### src/rtl/uart_rx_pkg.sv
`timescale 1ns/1ps
package uart_rx_pkg;

    typedef enum logic [2:0] {
        ST_IDLE  = 3'd0,
        ST_START = 3'd1,
        ST_DATA  = 3'd2,
        ST_PAR   = 3'd3,
        ST_STOP  = 3'd4
    } rx_state_e;

    typedef enum logic [1:0] {
        PAR_NONE = 2'd0,
        PAR_ZERO = 2'd1,
        PAR_EVEN = 2'd2,
        PAR_ODD  = 2'd3
    } par_mode_e;

    // data bits per frame for a length code
    function automatic int unsigned frame_len(input logic [1:0] code);
        case (code)
            2'b00:   return 5;
            2'b01:   return 7;
            default: return 8;
        endcase
    endfunction

endpackage

### src/rtl/uart_rx_sync.sv
`timescale 1ns/1ps
// Polarity correction, resynchroniser and start-edge detector.
module uart_rx_sync #(
    parameter int STAGES = 2
) (
    input  logic clk,
    input  logic rst_n,
    input  logic line_i,
    input  logic invert_i,
    output logic bit_o,
    output logic fall_o
);

    typedef struct packed {
        logic [STAGES-1:0] stg;
        logic              prev;
    } sync_s;

    sync_s st_q, st_d;

    always_comb begin
        st_d        = st_q;
        st_d.stg[0] = line_i ^ invert_i;
        for (int i = 1; i < STAGES; i++) begin
            st_d.stg[i] = st_q.stg[i-1];
        end
        st_d.prev   = st_q.stg[STAGES-1];
    end

    always_ff @(posedge clk or negedge rst_n) begin
        if (!rst_n) st_q <= '1;
        else        st_q <= st_d;
    end

    assign bit_o  = st_q.stg[STAGES-1];
    assign fall_o = st_q.prev & ~st_q.stg[STAGES-1];

endmodule

### src/rtl/uart_rx_frame.sv
`timescale 1ns/1ps
// Bit timing, frame sequencing and character assembly.
module uart_rx_frame
    import uart_rx_pkg::*;
#(
    parameter int DATA_W = 8,
    parameter int DIV_W  = 7
) (
    input  logic              clk,
    input  logic              rst_n,
    input  logic              bit_i,
    input  logic              fall_i,
    input  logic [DIV_W-1:0]  cfg_div_i,
    input  logic [1:0]        cfg_len_i,
    input  logic              cfg_msb_first_i,
    input  par_mode_e         cfg_par_i,
    output logic              done_o,
    output logic [DATA_W-1:0] data_o,
    output logic              fe_o,
    output logic              pe_o
);

    localparam int CNT_W = DIV_W + 2;
    localparam int IDX_W = $clog2(DATA_W);
    localparam int LEN_W = IDX_W + 1;

    typedef struct packed {
        rx_state_e         state;
        logic [CNT_W-1:0]  cnt;
        logic [IDX_W-1:0]  idx;
        logic [DATA_W-1:0] shift;
        logic              par;
    } frm_s;

    frm_s st_q, st_d;

    logic [CNT_W-1:0] half, full;
    logic [LEN_W-1:0] nbits, idx_w;
    logic [IDX_W-1:0] pos;
    logic             tick, last;

    always_comb begin
        st_d  = st_q;
        half  = CNT_W'(cfg_div_i) + CNT_W'(1);
        full  = half << 1;
        nbits = LEN_W'(frame_len(cfg_len_i));
        idx_w = {1'b0, st_q.idx};
        last  = (idx_w == nbits - LEN_W'(1));
        pos   = cfg_msb_first_i ? IDX_W'(nbits - LEN_W'(1) - idx_w) : st_q.idx;
        tick  = (st_q.cnt == '0);
        if (!tick) st_d.cnt = st_q.cnt - CNT_W'(1);

        case (st_q.state)
            ST_IDLE: begin
                if (fall_i) begin
                    st_d.state = ST_START;
                    st_d.cnt   = half - CNT_W'(1);
                    st_d.shift = '0;
                    st_d.idx   = '0;
                    st_d.par   = 1'b0;
                end
            end
            ST_START: begin
                if (tick) begin
                    if (!bit_i) begin
                        st_d.state = ST_DATA;
                        st_d.cnt   = full - CNT_W'(1);
                    end else begin
                        st_d.state = ST_IDLE;
                    end
                end
            end
            ST_DATA: begin
                if (tick) begin
                    st_d.shift[pos] = bit_i;
                    st_d.idx        = st_q.idx + IDX_W'(1);
                    st_d.cnt        = full - CNT_W'(1);
                    if (last) st_d.state = (cfg_par_i == PAR_NONE) ? ST_STOP : ST_PAR;
                end
            end
            ST_PAR: begin
                if (tick) begin
                    st_d.par   = bit_i;
                    st_d.state = ST_STOP;
                    st_d.cnt   = full - CNT_W'(1);
                end
            end
            ST_STOP: begin
                if (tick) st_d.state = ST_IDLE;
            end
            default: st_d.state = ST_IDLE;
        endcase
    end

    always_ff @(posedge clk or negedge rst_n) begin
        if (!rst_n) st_q <= '0;
        else        st_q <= st_d;
    end

    always_comb begin
        done_o = (st_q.state == ST_STOP) && tick;
        data_o = st_q.shift;
        fe_o   = ~bit_i;
        case (cfg_par_i)
            PAR_EVEN: pe_o = ^{st_q.shift, st_q.par};
            PAR_ODD:  pe_o = ~^{st_q.shift, st_q.par};
            default:  pe_o = 1'b0;
        endcase
    end

endmodule

### src/rtl/uart_rx_status.sv
`timescale 1ns/1ps
// Receive buffer, sticky error flags and completion pulses.
module uart_rx_status #(
    parameter int DATA_W = 8
) (
    input  logic              clk,
    input  logic              rst_n,
    input  logic              done_i,
    input  logic [DATA_W-1:0] data_i,
    input  logic              fe_i,
    input  logic              pe_i,
    input  logic              rd_i,
    input  logic              clr_fe_i,
    input  logic              clr_pe_i,
    input  logic              clr_ovf_i,
    output logic [DATA_W-1:0] data_o,
    output logic              fe_o,
    output logic              pe_o,
    output logic              ovf_o,
    output logic              irq_done_o,
    output logic              irq_err_o
);

    typedef struct packed {
        logic [DATA_W-1:0] data;
        logic              unread;
        logic              fe;
        logic              pe;
        logic              ovf;
        logic              irq_done;
        logic              irq_err;
    } stat_s;

    stat_s st_q, st_d;
    logic  set_fe, set_pe, set_ovf, err_now;

    always_comb begin
        st_d    = st_q;
        set_fe  = done_i & fe_i;
        set_pe  = done_i & pe_i;
        set_ovf = done_i & st_q.unread & ~rd_i;
        err_now = set_fe | set_pe | set_ovf;

        if (done_i) begin
            st_d.data   = data_i;
            st_d.unread = 1'b1;
        end else if (rd_i) begin
            st_d.unread = 1'b0;
        end

        st_d.fe       = set_fe  | (st_q.fe  & ~clr_fe_i);
        st_d.pe       = set_pe  | (st_q.pe  & ~clr_pe_i);
        st_d.ovf      = set_ovf | (st_q.ovf & ~clr_ovf_i);
        st_d.irq_err  = err_now;
        st_d.irq_done = done_i & ~err_now;
    end

    always_ff @(posedge clk or negedge rst_n) begin
        if (!rst_n) st_q <= '0;
        else        st_q <= st_d;
    end

    assign data_o     = st_q.data;
    assign fe_o       = st_q.fe;
    assign pe_o       = st_q.pe;
    assign ovf_o      = st_q.ovf;
    assign irq_done_o = st_q.irq_done;
    assign irq_err_o  = st_q.irq_err;

endmodule

### src/rtl/uart_rx_chan.sv
`timescale 1ns/1ps
module uart_rx_chan
    import uart_rx_pkg::*;
#(
    parameter int DIV_W       = 7,
    parameter int DATA_W      = 8,
    parameter int SYNC_STAGES = 2
) (
    input  logic              clk,
    input  logic              rst_n,
    input  logic              rx_line,
    input  logic [DIV_W-1:0]  cfg_div,
    input  logic [1:0]        cfg_len,
    input  logic              cfg_msb_first,
    input  logic              cfg_invert,
    input  logic [1:0]        cfg_parity,
    input  logic              rd_strobe,
    input  logic              clr_fe,
    input  logic              clr_pe,
    input  logic              clr_ovf,
    output logic [DATA_W-1:0] rx_data,
    output logic              flag_fe,
    output logic              flag_pe,
    output logic              flag_ovf,
    output logic              irq_done,
    output logic              irq_err
);

    logic              line_bit, line_fall;
    logic              frm_done, frm_fe, frm_pe;
    logic [DATA_W-1:0] frm_data;

    uart_rx_sync #(.STAGES(SYNC_STAGES)) u_sync (
        .clk      (clk),
        .rst_n    (rst_n),
        .line_i   (rx_line),
        .invert_i (cfg_invert),
        .bit_o    (line_bit),
        .fall_o   (line_fall)
    );

    uart_rx_frame #(.DATA_W(DATA_W), .DIV_W(DIV_W)) u_frame (
        .clk             (clk),
        .rst_n           (rst_n),
        .bit_i           (line_bit),
        .fall_i          (line_fall),
        .cfg_div_i       (cfg_div),
        .cfg_len_i       (cfg_len),
        .cfg_msb_first_i (cfg_msb_first),
        .cfg_par_i       (par_mode_e'(cfg_parity)),
        .done_o          (frm_done),
        .data_o          (frm_data),
        .fe_o            (frm_fe),
        .pe_o            (frm_pe)
    );

    uart_rx_status #(.DATA_W(DATA_W)) u_status (
        .clk        (clk),
        .rst_n      (rst_n),
        .done_i     (frm_done),
        .data_i     (frm_data),
        .fe_i       (frm_fe),
        .pe_i       (frm_pe),
        .rd_i       (rd_strobe),
        .clr_fe_i   (clr_fe),
        .clr_pe_i   (clr_pe),
        .clr_ovf_i  (clr_ovf),
        .data_o     (rx_data),
        .fe_o       (flag_fe),
        .pe_o       (flag_pe),
        .ovf_o      (flag_ovf),
        .irq_done_o (irq_done),
        .irq_err_o  (irq_err)
    );

endmodule

### config.mk
export PLATFORM = sky130hd
export DESIGN_NAME = uart_rx_chan
export DESIGN_NICKNAME = d
export VERILOG_FILES = /design/src/rtl/uart_rx_pkg.sv /design/src/rtl/uart_rx_sync.sv /design/src/rtl/uart_rx_frame.sv /design/src/rtl/uart_rx_status.sv /design/src/rtl/uart_rx_chan.sv
export SDC_FILE = /design/constraint.sdc
export NUM_CORES = 1
export LEC_CHECK = 0
export BUFFER_PORTS_ARGS = -buffer_cell sky130_fd_sc_hd__buf_4
export CAP_MARGIN = 10
export CELL_PAD_IN_SITES_DETAIL_PLACEMENT = 1
export CELL_PAD_IN_SITES_GLOBAL_PLACEMENT = 1
export CORE_ASPECT_RATIO = 0.7
export CORE_UTILIZATION = 45
export DETAILED_ROUTE_END_ITERATION = 8
export GPL_TIMING_DRIVEN = 0
export PLACE_DENSITY_LB_ADDON = 0.3
export SLEW_MARGIN = 10
export SYNTH_ARGS = -nofsm -noshare
export SYNTH_HDL_FRONTEND = slang
export SYNTH_SLANG_ARGS = --single-unit
export TNS_END_PERCENT = 20
### constraint.sdc
create_clock -name clk -period 3 [get_ports clk]
set_clock_uncertainty 0.15 [all_clocks]
set_input_delay 0.15 -clock clk [delete_from_list [all_inputs] [get_ports clk]]
set_output_delay 0.15 -clock clk [all_outputs]
set_load 0.03 [all_outputs]
==> results.cfg, run 1 <==
[sta]
period_minus_slack_ns = 2.82
hold_viol = 0
worst_slack_ns = 0.178
relSlewSlack = 0.247
period_share = 0.941
tns_ns = 0
worst_slew_pin_slew_ns = 1.12
clock.fmax_mhz = 354
setup_viol = 0
maxSlewViolCount = 0
rsz0062_at_grt = false

[final_layout]
regArea_um2 = 1030
nets = 350
layout-drive-gt1-share = 0.220
nFillCells = 673
final_area_um2 = 3150
antenna_cells = 0
multi_input_area_um2 = 1490
synthToLayoutAreaGrowth_pct = 18.0

[clocking]
cts_tree = yes
clk_root_buffer_cell = clkbuf_8
cts_max_path_buffers = 2
cts.clk_slew.worst_paths_ns = 0.08
post_cts_buffers = 0
clk_latency_ns = 0.30
h-tree-depth = 2
cts_buffers = 5
cts_sinks = 41

[floorplan]
die_area_um2 = 6250
pin_count = 33
die_w_um = 94.1
die_h_um = 66.4
rows = 23
core_um2 = 5730
start_util = 0.466

[setup_path]
rr_worst_depth = 8
r2r-end = u_frame.data_o[1]
r2r_slack_ns = 0.18
arrival_ns = 2.83
cp_slowest_cell = or4b_4
crit_required_ns = 3.01
worstSetupPathType = flop to flop
rr_startpoint = u_frame.st_q[12]
cpPeakStageDelay_ns = 0.56
cp_max_fo = 10
end_kind = flop
path_cells = inv_1, ha_1, or4b_4, nor3_4, o21ai_1, buf_2, o311ai_0, o41ai_1
worstSetupStartpointType = flop

[placement]
pre_cts_slack_ns = 0.0563
place_congestion = 0.811
dp_hpwl_mm = 5.32
placed_area_um2 = 3000
portBuffers = 31

[synth]
synth_fp_nets = 306
synth-main-ff-cell = dfrtp_1
synth_seq_cells = 41
syn_avg_cell_area_um2 = 9.64
synthXorXnorAreaFrac = 0.0740
yosysSeqAreaShare = 0.386
async_reset_ff_frac = 1.00
synth_top_cell_area_share = 0.356
synth-compound-area-share = 0.187
synthSimpleGateAreaFrac = 0.181
synthCells = 277
ys_warn_count = 0
synth_area_leaders = dfrtp_1 (36%), xnor2_1 (4.9%), ha_1 (3.7%)
yosysTopAreaCell = dfrtp_1
synth.most_common_cell = dfrtp_1
ys_types = 64
synthAdderAreaFrac = 0.0450
yosys-top-cells-count = dfrtp_1 (38), nor2_1 (22), nand2_1 (17)
synth-edff-count = 0
synth_area_um2 = 2670
muxShareOfSynthArea = 0.0637
synth_top_family_by_area = compound AO/OA/AOI/OAI gates

[route]
wirelength_mm = 7.18
vias = 2281
wl_per_cell_um = 18.1
drtIter0Drc = 135
ant_nets = 0
dr.pass1.iters = 4
drc = 0
avgViaCountPerCell = 5.75

[status]
status = finished, final reports clean

[hold_path]
hold_start = cfg_parity[1]
min_path_cells = 4
hold_path_end = u_frame.st_q[23]
min_path_type = input pin to flop

[power_and_ir_drop]
leakage_uw = 0.00142
p_per_area_nw_per_um2 = 376
peakVddDrop_uv = 267
total_power_uw = 1180

[grt]
grt.overflow.total = 0
grtUsageTotal = 0.255
grt_max_degree = 42
antenna_found_initial = 0
first_global_vias = 2285
grt_pass1_wl_mm = 11.8

[job]
cap_viol_max_count = 0
cell type report:
| cell class | instances | area share |
|---|---|---|
| Multi-Input combinational cell | 202 | 0.471 |
| Sequential cell | 41 | 0.327 |
| Timing Repair Buffer | 37 | 0.0929 |
| Buffer | 19 | 0.0349 |
| Tap cell | 75 | 0.0298 |
| Clock buffer | 6 | 0.0230 |
| Inverter | 15 | 0.0179 |
| Clock inverter | 2 | 0.00318 |
worst max path at each step:
stage	slack, ns	depth (start not counted)	end	start
floorplan	0.61	8	u_frame.st_q[12]	u_frame.st_q[12]
global placement	0.08	8	u_frame.data_o[3]	u_frame.st_q[12]
detailed placement	0.06	8	u_frame.data_o[3]	u_frame.st_q[12]
CTS	0.13	8	u_frame.data_o[1]	u_frame.st_q[12]
global route	0.02	8	u_frame.st_q[12]	u_frame.st_q[12]
finish	0.18	8	u_frame.data_o[1]	u_frame.st_q[12]
critical path: cells and delay by family, from the launching register on:
| family | cells | cell delay, ns |
|---|---|---|
| fa+ha+maj | 1 | 0.21 |
| compound gates | 3 | 0.76 |
| buf+inv | 2 | 0.35 |
| simple gates | 2 | 0.78 |
| flops | 1 | 0.44 |
cells by family (layout without fill, tap and decap cells):
| logic type | count (synthesis) | count (layout) |
|---|---|---|
| multiplexers | 16 | 16 |
| AO/OA/AOI/OAI | 69 | 69 |
| buffers and inverters | 34 | 79 |
| adder cells (fa/ha/maj) | 9 | 9 |
| other | 1 | 1 |
| flip-flops | 41 | 41 |
| AND/OR/NAND/NOR | 86 | 86 |
| XOR/XNOR | 21 | 21 |
where the power goes:
group          switching (uW)  leakage (uW)  internal [uW]
logic                    93.0      0.000867           88.9
registers                52.6      0.000503            590
clock network             198     0.0000450            161
through the flow:
stage	util	hold WS (ns)	std cells
detailed placement	0.523	0.0192	383
CTS	0.549	0.0232	397
global route	0.550	0.0577	397
finish	0.550	0.0306	397
floorplan	-	-0.296	277
global placement	0.523	0.0201	383
registers in the layout (all words and copies together) (netlist names), 3 cells and up:
signal and cells:
u_frame.data_o 8, u_frame.idx_w 3, u_frame.st_q 13, u_status.data_o 8
placed cells by master, fill, tap and decap left out, types with 3 or more instances in the layout:
cell type,n
nor2_1,22
xor2_1,5
o21ai_0,15
xnor2_1,15
nand2_1,17
buf_4,39
mux2_2,8
or3_1,5
clkbuf_1,9
a21o_1,3
mux2i_1,8
nor4_1,3
o311ai_0,3
dlygate4sd3_1,6
a31oi_1,3
nand2b_1,4
dfrtp_1,38
clkbuf_8,5
a21oi_1,10
inv_1,14
ha_1,8
o41ai_1,3
nand3_1,5
dfstp_2,3
nor3_1,7
o22ai_1,4
a2111oi_0,3
per-layer routing:
| metal | vias up | GRT usage | part of all wire |
|---|---|---|---|
| met5 | - | 0 | 0 |
| met4 | 0 | 0.0769 | 0.012 |
| met3 | 8 | 0.0540 | 0.058 |
| met2 | 60 | 0.359 | 0.41 |
| met1 | 1119 | 0.384 | 0.52 |
| li1 | 1094 | - | - |
timing repair:
item	CTS	global route
hold buffers	6	0
hold endpoints to repair	42	0
resized for setup	1	2
setup endpoints to repair	3	3
cloned	0	0
Power figures use the tool's default switching activity.
==> run 2, diff against run 1 <==
--- a/config.mk
+++ b/config.mk
@@ -5,7 +5,7 @@
 export SDC_FILE = /design/constraint.sdc
 export NUM_CORES = 1
 export LEC_CHECK = 0
-export BUFFER_PORTS_ARGS = -buffer_cell sky130_fd_sc_hd__buf_4
+export BUFFER_PORTS_ARGS = -buffer_cell sky130_fd_sc_hd__clkbuf_2
 export CAP_MARGIN = 10
 export CELL_PAD_IN_SITES_DETAIL_PLACEMENT = 1
 export CELL_PAD_IN_SITES_GLOBAL_PLACEMENT = 1
==> run 2 against run 1 <==
  * Non-clock buffer count is the same
  * Cell count shrank 0.25%
  * Register-to-register slack lost 0.03 ns
  * Fmax shrank 0.97%
  * Die area is the same
==> results.cfg, run 2 (synthesized netlist as in run 1, its figures left out) <==
[setup_path]
worstSetupPathType = flop to flop
worstSetupStartpointType = flop
arrival_ns = 2.86
crit_required_ns = 3.01
end_kind = flop
cp_max_fo = 10

[grt]
first_global_vias = 2231
grt.overflow.total = 0
grt_max_degree = 42
antenna_found_initial = 0
grt_pass1_wl_mm = 11.7
grtUsageTotal = 0.254

[route]
vias = 2326
wl_per_cell_um = 18.3
ant_nets = 0
drtIter0Drc = 196
dr.pass1.iters = 4
wirelength_mm = 7.24
avgViaCountPerCell = 5.87
drc = 0

[clocking]
cts_sinks = 41
clk_latency_ns = 0.30
cts_tree = yes
cts.clk_slew.worst_paths_ns = 0.08
cts_max_path_buffers = 2
cts_buffers = 5
clk_root_buffer_cell = clkbuf_8
h-tree-depth = 2

[final_layout]
synthToLayoutAreaGrowth_pct = 15.7
nFillCells = 676
regArea_um2 = 1030
regMostFlops = u_frame.st_q
layout-drive-gt1-share = 0.221
instances_no_fill = 396
final_cell_mix = dfrtp_1 (38), clkbuf_2 (31), nor2_1 (22)
nets = 350
largest_register_ffs = 13
final_common_cell = dfrtp_1
multi_input_area_um2 = 1480
antenna_cells = 0

[job]
cap_viol_max_count = 0

[sta]
period_minus_slack_ns = 2.85
relSlewSlack = 0.180
rsz0062_at_grt = false
setup_viol = 0
maxSlewViolCount = 0
hold_viol = 0
worst_slew_pin_slew_ns = 1.22
period_share = 0.950
clock.fmax_mhz = 351
tns_ns = 0

[floorplan]
pin_count = 33
rows = 23
start_util = 0.466
die_w_um = 94.1
die_area_um2 = 6250
die_h_um = 66.4
core_um2 = 5730

[power_and_ir_drop]
p_per_area_nw_per_um2 = 407
pwr-share-seq = 0.511
peakVddDrop_uv = 228
combPwrFrac = 0.142
leakage_uw = 0.00139
p_clk_frac = 0.348
sw_frac_of_total = 0.273
switching_power_uw = 344
cell_internal_pwr_uw = 914

[placement]
dp_hpwl_mm = 5.47
place_congestion = 0.792
portBuffers = 31
dp.cells = 383

[hold_path]
min_path_type = input pin to flop

[status]
status = finished, final reports clean
## run 2: power by group through the flow
stage	sequential (uW)	combinational, uW	clock (uW)
after detailed placement	651	167	0
after CTS	641	176	445
final	642	178	437
after floorplan	637	108	0
after global placement	648	159	0
after global routing	646	199	461
## run 2: metrics by stage
step / setup slack (ns) / util / hold slack, ns / area, um^2 / total power, uW
after detailed placement: 0.0428 / 0.510 / 0.158 / 2920 / 818
after global placement: 0.0881 / 0.510 / 0.147 / 2920 / 808
after CTS: 0.0378 / 0.538 / 0.0431 / 3080 / 1260
after global routing: 0.0537 / 0.539 / 0.0561 / 3090 / 1310
final: 0.150 / 0.539 / 0.0503 / 3090 / 1260
after floorplan: 0.609 / - / -0.296 / 2670 / 746
## run 2: worst max-delay path: stages, from the launching register on
cell and delay, ns:
dfrtp_1 0.43, inv_1 0.10, ha_1 0.21, or4b_4 0.54
nor3_2 0.25, o21ai_1 0.21, buf_2 0.23, o311ai_0 0.43
o41ai_1 0.17
## run 2: worst paths after layout
path / startpoint / end / slack [ns] / cells after the start
worst min register to register: u_sync.st_d[2] / u_sync.bit_o / 0.21 / 0
worst max register to register: u_frame.st_q[12] / u_frame.data_o[6] / 0.15 / 8
worst max-delay path: u_frame.st_q[12] / u_frame.data_o[6] / 0.15 / 8
min in group asynchronous: rst_n / u_frame.st_q[19] / 0.42 / 2
worst min-delay path: rd_strobe / u_status.st_q[5] / 0.05 / 3
max in group asynchronous: rst_n / u_status.fe_o / 1.63 / 2
## run 2: cell type report
| class | count | share of cell area |
|---|---|---|
| Multi-Input combinational cell | 202 | 0.479 |
| Buffer | 19 | 0.0357 |
| Inverter | 15 | 0.0182 |
| Tap cell | 75 | 0.0304 |
| Clock buffer | 5 | 0.0223 |
| Timing Repair Buffer | 37 | 0.0697 |
| Sequential cell | 41 | 0.333 |
| Clock inverter | 2 | 0.0113 |
## run 2: what timing repair did
action / CTS / global route
hold buffers: 6 / 0
gates resized for setup: 0 / 1
setup endpoints to repair: 0 / 5
buffers inserted: 0 / 0
hold endpoints to repair: 42 / 0
## run 2: metal layers
layer | share of wire | track usage | wire [um] | up-vias
met5 | 0 | 0 | 0 | -
met4 | 0.012 | 0.0635 | 88 | 0
met3 | 0.078 | 0.0747 | 564 | 10
met2 | 0.42 | 0.359 | 3050 | 74
met1 | 0.49 | 0.375 | 3530 | 1147
li1 | - | - | - | 1095
==> run 3, diff against run 2 <==
--- a/config.mk
+++ b/config.mk
@@ -10,7 +10,7 @@
 export CELL_PAD_IN_SITES_DETAIL_PLACEMENT = 1
 export CELL_PAD_IN_SITES_GLOBAL_PLACEMENT = 1
 export CORE_ASPECT_RATIO = 0.7
-export CORE_UTILIZATION = 45
+export CORE_UTILIZATION = 41
 export DETAILED_ROUTE_END_ITERATION = 8
 export GPL_TIMING_DRIVEN = 0
 export PLACE_DENSITY_LB_ADDON = 0.3
==> constraint.sdc (replaced) <==
create_clock -name clk -period 2.3 [get_ports clk]
set_clock_uncertainty 0.15 [all_clocks]
set_input_delay 0.23 -clock clk [delete_from_list [all_inputs] [get_ports clk]]
set_output_delay 0.23 -clock clk [all_outputs]
set_load 0.03 [all_outputs]
==> run 3 against run 2 <==
  * The run now ends with negative setup slack left
  * Core utilization up 0.65 points
  * Largest cell class unchanged
  * Setup slack worse by 0.28 ns
  * Sequential cell count is the same
  * First-iteration DRC count decreased by 29%
  * Die area is 9.5% higher
  * Fmax is 17% higher
  * Final area grew 10%
  * Via count rose by 2.6%
  * Worst hold slack improved by 0.069 ns
==> results.cfg, run 3 (synthesized netlist as in run 1, its figures left out) <==
[setup_path]
path_delay_family = simple AND/OR/NAND/NOR gates
cpPeakStageDelay_ns = 0.54
arrival_ns = 2.47
crit_required_ns = 2.34
cp_slowest_cell = or4b_4
worstSetupStartpointType = flop
timing.critical_path.buf_inv = 2
cp_max_fo = 8
path_cells = inv_2, ha_4, or4b_4, nor2_8, nand2_2, or3_1, buf_6, o41ai_2
end_kind = flop
worstSetupPathType = flop to flop
r2r_slack_ns = -0.13

[route]
drc = 0
highest_layer = met4
avgViaCountPerCell = 5.83
dr_wl_met3_um = 336
ant_nets = 0
drtIter0Drc = 140
wl_met2_mm = 3.33
wl_per_cell_um = 18.6
wirelength_mm = 7.61
wl_met1_mm = 3.92
vias = 2386
dr.pass1.iters = 6

[clocking]
h-tree-depth = 2
cts_tree = yes
cts_buffers = 5
cts_max_path_buffers = 2
clk_latency_ns = 0.29
cts_sinks = 41
clk_root_buffer_cell = clkbuf_8
cts.clk_slew.worst_paths_ns = 0.08

[final_layout]
regMostFlops = u_frame.st_q
largest_register_ffs = 13
synthToLayoutAreaGrowth_pct = 27.6
layout-drive-gt1-share = 0.347
final_common_cell = dfrtp_1
final_cell_mix = dfrtp_1 (37), clkbuf_2 (32), nor2_1 (22)
nets = 359
antenna_cells = 0
nFillCells = 710

[sta]
hold_viol = 0
timing.hold.ws_ns = 0.119
period_share = 1.05
worst_slack_ns = -0.126
period_minus_slack_ns = 2.43
relSlewSlack = 0.301
clock.fmax_mhz = 412
maxSlewViolCount = 0
rsz0062_at_grt = true
setup_viol = 22
worst_slew_pin_slew_ns = 1.05

[floorplan]
rows = 24
die_w_um = 98.5
core_um2 = 6250
start_util = 0.427
die_h_um = 69.5
die_area_um2 = 6840
pin_count = 33

[status]
violations = negative setup slack
status = complete, but fails checks

[grt]
first_global_vias = 2325
grt_max_degree = 42
grt.overflow.total = 0
grtUsageTotal = 0.232
antenna_found_initial = 0
grt_pass1_wl_mm = 12.5

[power_and_ir_drop]
total_power_uw = 1580
p_per_area_nw_per_um2 = 462
leakage_uw = 0.00151
peakVddDrop_uv = 315

[placement]
portBuffers = 31
pre_cts_slack_ns = -0.476
dp_hpwl_mm = 5.18
place_congestion = 0.871

[job]
cap_viol_max_count = 0

[hold_path]
min_path_type = input pin to flop
## run 3: power breakdown
part | total, uW | switching (uW) | internal [uW] | leakage, uW
Clock | 467 | 256 | 211 | 0.0000450
Combinational | 241 | 128 | 113 | 0.000960
Sequential | 867 | 96.0 | 771 | 0.000502
Total | 1580 | 480 | 1090 | 0.00151
## run 3: final timing paths
path | depth (start not counted) | endpoint | start
min in group asynchronous | 2 | u_status.data_o[7] | rst_n
setup / recovery | 8 | u_frame.data_o[6] | u_frame.st_q[12]
max in group asynchronous | 2 | u_frame.st_q[16] | rst_n
setup reg to reg | 8 | u_frame.data_o[6] | u_frame.st_q[12]
hold reg to reg | 0 | u_sync.bit_o | u_sync.st_d[2]
hold / removal | 3 | u_status.st_q[5] | rd_strobe
## run 3: per-stage QoR
stage / instances / utilization / area, um^2 / TNS (ns)
after floorplan: 277 / - / 2730 / -0.237
after global placement: 386 / 0.477 / 2980 / -7.38
after detailed placement: 386 / 0.477 / 2980 / -9.11
after CTS: 409 / 0.529 / 3300 / -0.737
after global routing: 409 / 0.546 / 3410 / -3.27
final: 409 / 0.546 / 3410 / -1.45
## run 3: worst min-delay path: cells and delay by family
| kind | cells | cell delay, ns |
|---|---|---|
| and+or+nand+nor | 2 | 0.21 |
| buffers and inverters | 1 | 0.08 |
## run 3: repair_timing
action	4_1_cts	5_1_grt
endpoints found under the setup margin	35	28
pin swaps	11	7
endpoints found under the hold margin	14	0
gates cloned	1	0
buffers inserted	8	1
hold buffers	6	0
gates resized for setup	26	22
## run 3: cell type report
cell class                 count  area [um^2]  area share
buffer                        18          125      0.0367
clock buffer                   6         72.6      0.0213
multi-input combinational    202         1720       0.506
clock inverter                 2         10.0     0.00294
inverter                      15         61.3      0.0180
timing repair buffer          47          288      0.0844
tap                           78         97.6      0.0286
sequential                    41         1030       0.302
## run 3: per-layer routing
metal / GRT usage / up-vias
li1: - / 1121
met1: 0.372 / 1194
met2: 0.329 / 69
met3: 0.0343 / 2
met4: 0.0498 / 0
met5: 0 / -
